--- src/rtl/deadtime_pkg.sv ---
package deadtime_pkg;

  typedef enum logic [2:0] {
    ST_OFF     = 3'd0,
    ST_HS      = 3'd1,
    ST_HL_WAIT = 3'd2,
    ST_LS      = 3'd3,
    ST_LH_WAIT = 3'd4
  } dt_state_e;

  function automatic int ns_to_cyc(input int ns, input int period_ns);
    return (ns + period_ns - 1) / period_ns;
  endfunction

endpackage

--- src/rtl/dt_sync.sv ---
module dt_sync #(
  parameter int           W       = 3,
  parameter logic [W-1:0] RST_VAL = '0
) (
  input  logic         clk_i,
  input  logic         rst_ni,
  input  logic [W-1:0] d_i,
  output logic [W-1:0] q_o
);

  for (genvar i = 0; i < W; i++) begin : g_bit
    logic [1:0] ff_q;
    always_ff @(posedge clk_i or negedge rst_ni) begin
      if (!rst_ni) ff_q <= {2{RST_VAL[i]}};
      else         ff_q <= {ff_q[0], d_i[i]};
    end
    assign q_o[i] = ff_q[1];
  end

endmodule

--- src/rtl/dt_timer.sv ---
module dt_timer #(
  parameter int CW = 4
) (
  input  logic          clk_i,
  input  logic          rst_ni,
  input  logic          clr_i,
  output logic [CW-1:0] cnt_o
);

  localparam logic [CW-1:0] CNT_MAX = '1;

  always_ff @(posedge clk_i or negedge rst_ni) begin
    if (!rst_ni)                cnt_o <= '0;
    else if (clr_i)             cnt_o <= '0;
    else if (cnt_o != CNT_MAX)  cnt_o <= cnt_o + 1'b1;
  end

endmodule

--- src/rtl/dt_fsm.sv ---
module dt_fsm
  import deadtime_pkg::*;
#(
  parameter int CW      = 4,
  parameter int FIX_CYC = 8,
  parameter int TO_CYC  = 10,
  parameter int HS_CYC  = 2
) (
  input  logic          clk_i,
  input  logic          rst_ni,
  input  logic          en_i,
  input  logic          pwm_i,
  input  logic          sw_low_i,
  input  logic          gate_low_i,
  input  logic [CW-1:0] cnt_i,
  output logic          cnt_clr_o,
  output logic          hs_o,
  output logic          ls_o
);

  localparam logic [CW-1:0] FIX_LAST = CW'(FIX_CYC - 1);
  localparam logic [CW-1:0] TO_LAST  = CW'(TO_CYC - 1);
  localparam logic [CW-1:0] HS_LAST  = CW'(HS_CYC - 1);

  dt_state_e state_q, state_d;
  logic      seen_q, seen_d;   // switch node observed high in this wait
  logic      ls_go;

  // low-side release: node fell after rising, fixed delay without a rise, or hard timeout
  assign ls_go = (seen_q && sw_low_i) || (!seen_q && cnt_i >= FIX_LAST) || (cnt_i >= TO_LAST);

  always_comb begin
    state_d   = state_q;
    seen_d    = seen_q;
    cnt_clr_o = 1'b0;
    if (!en_i) begin
      state_d   = ST_OFF;
      seen_d    = 1'b0;
      cnt_clr_o = 1'b1;
    end else begin
      case (state_q)
        ST_OFF: begin
          cnt_clr_o = 1'b1;
          seen_d    = 1'b0;
          state_d   = pwm_i ? ST_LH_WAIT : ST_HL_WAIT;
        end
        ST_HS: begin
          cnt_clr_o = 1'b1;
          seen_d    = 1'b0;
          if (!pwm_i) state_d = ST_HL_WAIT;
        end
        ST_HL_WAIT: begin
          if (pwm_i) begin
            state_d   = ST_LH_WAIT;
            cnt_clr_o = 1'b1;
            seen_d    = 1'b0;
          end else begin
            if (!sw_low_i) seen_d = 1'b1;
            if (ls_go) begin
              state_d   = ST_LS;
              cnt_clr_o = 1'b1;
            end
          end
        end
        ST_LS: begin
          cnt_clr_o = 1'b1;
          if (pwm_i) state_d = ST_LH_WAIT;
        end
        ST_LH_WAIT: begin
          if (!pwm_i) begin
            state_d   = ST_HL_WAIT;
            cnt_clr_o = 1'b1;
            seen_d    = 1'b0;
          end else if (!gate_low_i) begin
            cnt_clr_o = 1'b1;
          end else if (cnt_i >= HS_LAST) begin
            state_d   = ST_HS;
            cnt_clr_o = 1'b1;
          end
        end
        default: state_d = ST_OFF;
      endcase
    end
  end

  always_ff @(posedge clk_i or negedge rst_ni) begin
    if (!rst_ni) begin
      state_q <= ST_OFF;
      seen_q  <= 1'b0;
    end else begin
      state_q <= state_d;
      seen_q  <= seen_d;
    end
  end

  assign hs_o = (state_q == ST_HS);
  assign ls_o = (state_q == ST_LS);

endmodule

--- src/rtl/deadtime_ctrl.sv ---
module deadtime_ctrl
  import deadtime_pkg::*;
#(
  parameter int CLK_PERIOD_NS = 20,
  parameter int FIX_DLY_NS    = 150,
  parameter int TO_DLY_NS     = 190,
  parameter int HS_DLY_NS     = 40
) (
  input  logic clk_i,
  input  logic rst_ni,
  input  logic pwm_i,
  input  logic out_dis_ni,
  input  logic sw_low_i,
  input  logic lsg_low_i,
  input  logic supply_ok_i,
  output logic hs_on_o,
  output logic ls_on_o
);

  localparam int FIX_CYC = ns_to_cyc(FIX_DLY_NS, CLK_PERIOD_NS);
  localparam int TO_CYC  = ns_to_cyc(TO_DLY_NS, CLK_PERIOD_NS);
  localparam int HS_RAW  = ns_to_cyc(HS_DLY_NS, CLK_PERIOD_NS);
  localparam int HS_CYC  = (HS_RAW < 1) ? 1 : HS_RAW;
  localparam int CW      = $clog2(TO_CYC + 2);

  logic [2:0]    flag_s;
  logic [CW-1:0] cnt;
  logic          cnt_clr;

  // bit order: supply ok, gate low, node low; all clear in reset (not ok)
  dt_sync #(.W(3), .RST_VAL(3'b000)) u_sync (
    .clk_i  (clk_i),
    .rst_ni (rst_ni),
    .d_i    ({supply_ok_i, lsg_low_i, sw_low_i}),
    .q_o    (flag_s)
  );

  dt_timer #(.CW(CW)) u_timer (
    .clk_i  (clk_i),
    .rst_ni (rst_ni),
    .clr_i  (cnt_clr),
    .cnt_o  (cnt)
  );

  dt_fsm #(
    .CW      (CW),
    .FIX_CYC (FIX_CYC),
    .TO_CYC  (TO_CYC),
    .HS_CYC  (HS_CYC)
  ) u_fsm (
    .clk_i      (clk_i),
    .rst_ni     (rst_ni),
    .en_i       (out_dis_ni && flag_s[2]),
    .pwm_i      (pwm_i),
    .sw_low_i   (flag_s[0]),
    .gate_low_i (flag_s[1]),
    .cnt_i      (cnt),
    .cnt_clr_o  (cnt_clr),
    .hs_o       (hs_on_o),
    .ls_o       (ls_on_o)
  );

endmodule

--- config.mk ---
export PLATFORM = sky130hd
export DESIGN_NAME = deadtime_ctrl
export DESIGN_NICKNAME = d
export VERILOG_FILES = /design/src/rtl/deadtime_pkg.sv /design/src/rtl/dt_sync.sv /design/src/rtl/dt_timer.sv /design/src/rtl/dt_fsm.sv /design/src/rtl/deadtime_ctrl.sv
export SDC_FILE = /design/constraint.sdc
export NUM_CORES = 1
export LEC_CHECK = 0
export ABC_AREA = 1
export BUFFER_PORTS_ARGS = -buffer_cell sky130_fd_sc_hd__clkbuf_2
export CAP_MARGIN = 15
export CORE_MARGIN = 3
export CORE_UTILIZATION = 30
export CTS_BUF_LIST = sky130_fd_sc_hd__clkbuf_16
export DETAILED_ROUTE_END_ITERATION = 8
export GPL_TIMING_DRIVEN = 1
export PLACE_DENSITY = 0.46
export SLEW_MARGIN = 10
export SYNTH_ARGS = -nofsm -noshare
export SYNTH_HDL_FRONTEND = slang
export SYNTH_HIERARCHICAL = 1
export SYNTH_SLANG_ARGS = --single-unit
export TNS_END_PERCENT = 30
--- constraint.sdc ---
create_clock -name clk_i -period 3.35 [get_ports clk_i]
set_input_delay 0.335 -clock clk_i [delete_from_list [all_inputs] [get_ports clk_i]]
set_output_delay 0.335 -clock clk_i [all_outputs]
set_load 0.02 [all_outputs]
==> impl_metrics.toml <==
[status]
status = "finished, violations left"
violations = "hold timing"

[clock_tree]
hold_buffers = 0
clk_latency_ps = 240
clockBufferDepth = 2
cts_buffers = 3
post_cts_buffers = 0
cts_num_sinks = 14
cts_tree = "done"
ctsResizeCount = 0
cts-root-buf = "clkbuf_16"
htree_num_levels = 1
cts.clk_slew.worst_paths_ps = 40

[synth]
syn-instance-count = 111
ys.flop_type = "dfrtp_1"
synth_seq_cells = 14
syn-num-nets = 119
avgSynthCellArea_sq_um = 7.35
ys_top_cells_by_count = "36 x nand2_1, 18 x nor2_1, 14 x dfrtp_1, 11 x inv_1, 9 x nand3_1"
yosysMostFrequentCell = "nand2_1"
synthTopCellsByArea = "dfrtp_1 43%, nand2_1 17%, nor2_1 8.3%"
ys_seq_area_share_pct = 42.9
synth_edf_count = 0
ys_types = 19
synth_top_area_cell = "dfrtp_1"
ys_warn_count = 6
synth_area_sq_um = 816
async_flop_share_pct = 100
synthDominantCellAreaShare_pct = 42.9

[global_route]
use_met1_pct = 13.3
antenna_found_initial = 0
grt_usage_pct = 9.59
grt_pass1_wl_microns = 2530
grt_use_met2_pct = 13.5
grt.overflow.total = 0
gr-usage-met3_pct = 2.23
grt_max_degree = 15
grt-busiest-layer = "met2"
first_global_vias = 623

[cells_and_area]
regArea_sq_um = 350
post-route-util_pct = 37.2
syn_to_final_growth_pct = 15.0
fillCellCount = 268
num_antenna_cells = 0
drive_gt1_share_pct = 16.0
fin_nets = 128
stdcell_count = 149
design_area_sq_um = 938
multiInputGateArea_sq_um = 387

[timing]
maxSlewViolCount = 0
period_share_pct = 44.1
fin_crit_ps = 1480
tightest_slew_ps = 340
grt_setup_unrepaired = "no"
final_hold_viol_count = 14
clock_skew_ps = 2.84
layout_setup_ws_ps = 1870
report.final.setup_viol = 0
fmax_mhz = 677
fin_tns_setup_ps = 0
slew-limit-headroom_pct = 77.3
holdWs_ps = -11.5

[power_and_ir_drop]
power_uw = 426
leakage_nw = 0.498
p_per_area_mw_per_mm2 = 454
ir_drop_uv = 395

[route]
wl_microns = 1420
drt_iter0_drc = 13
drc = 0
antenna_left = 0
routedWlPerCell_microns = 9.55
routed_via_density = 4.45
first_pass_iters = 4
vias = 663

[placement]
post-place-ws_ps = 1930
io_buffers = 8
placed_cells = 145
dpl_cell_area_sq_um = 860
dp_hpwl_microns = 1140
place_congestion = 0.808

[floorplan]
die_w_microns = 58.1
die-area_sq_mm = 0.00338
start_util_pct = 32.3
io_pins = 9
die_y_microns = 58.1
rows = 18
core_area_sq_mm = 0.00252

[flow_run]
maxCapViolCount = 0

[hold_path]
hp-class = "in2async"

[worst_setup_path]
start_kind = "register"
ff2ff_setup_slack_ps = 1910
worstSetupEndpointType = "primary output"
r2r-end = "u_timer/cnt_o[2]"
critPathArrivalTime_ps = 1140
cp_max_fo = 9
worst-r2r-cell-count = 9
critPathRequiredTime_ps = 3010
rr_startpoint = "u_timer/cnt_o[2]"
path_class = "reg2out"
## worst max-delay path by stage
stage | start | end | slack [ps] | cells past startpoint
floorplan | u_fsm/state_q[2] | hs_on_o | 2020 | 2
global placement | u_timer/cnt_o[2] | u_timer/cnt_o[2] | 1960 | 9
detailed placement | u_timer/cnt_o[2] | u_timer/cnt_o[2] | 1930 | 9
CTS | u_fsm/state_q[2] | hs_on_o | 1860 | 2
global route | u_timer/cnt_o[2] | u_timer/cnt_o[2] | 1730 | 9
finish | u_fsm/state_q[2] | hs_on_o | 1870 | 2
## kinds of logic after synthesis
group / count (synthesis) / synth area share, %
AND/OR/NAND/NOR: 73 / 41.3
AO/OA/AOI/OAI: 7 / 4.60
buffers and inverters: 16 / 9.66
adder cells (fa/ha/maj): 1 / 1.53
flip-flops: 14 / 42.9
## report_power, final
group          internal (mW)  total, mW  switching (mW)
Sequential             0.175      0.180         0.00497
Clock                  0.157      0.219          0.0615
Combinational        0.00940     0.0270          0.0176
## state kept, by name (all words and copies together) (netlist names)
signal,flops
u_fsm/seen_q,1
u_fsm/state_q,3
u_sync/g_bit.ff_q,6
u_timer/cnt_o,4
## worst max-delay path: stages, from the launching register on
cell and delay, ps:
dfrtp_1 480, nor3_1 220, clkbuf_2 190
## cell type report
cell class | count | area share [%]
multi-input combinational | 81 | 41.2
sequential | 14 | 37.3
clock buffer | 3 | 8.00
inverter | 12 | 4.80
timing repair buffer | 8 | 4.27
tap | 30 | 4.00
clock inverter | 1 | 0.400
## layer usage
metal | wire [microns] | share of wire [%] | up-vias
met5 | 0 | 0 | -
met4 | 8 | 0.56 | 0
met3 | 63 | 4.4 | 2
met2 | 597 | 42 | 8
met1 | 754 | 53 | 293
li1 | - | - | 360
## layout by cell type, fill, tap and decap left out, types with 3 or more instances in the layout
cell       instances
clkbuf_2           8
nand3_1            9
o21ai_0            3
a21oi_1            3
inv_1             11
nand2_1           36
dfrtp_1           14
clkbuf_16          3
nor2_1            18
No activity file was read; power rests on OpenSTA's default activity.
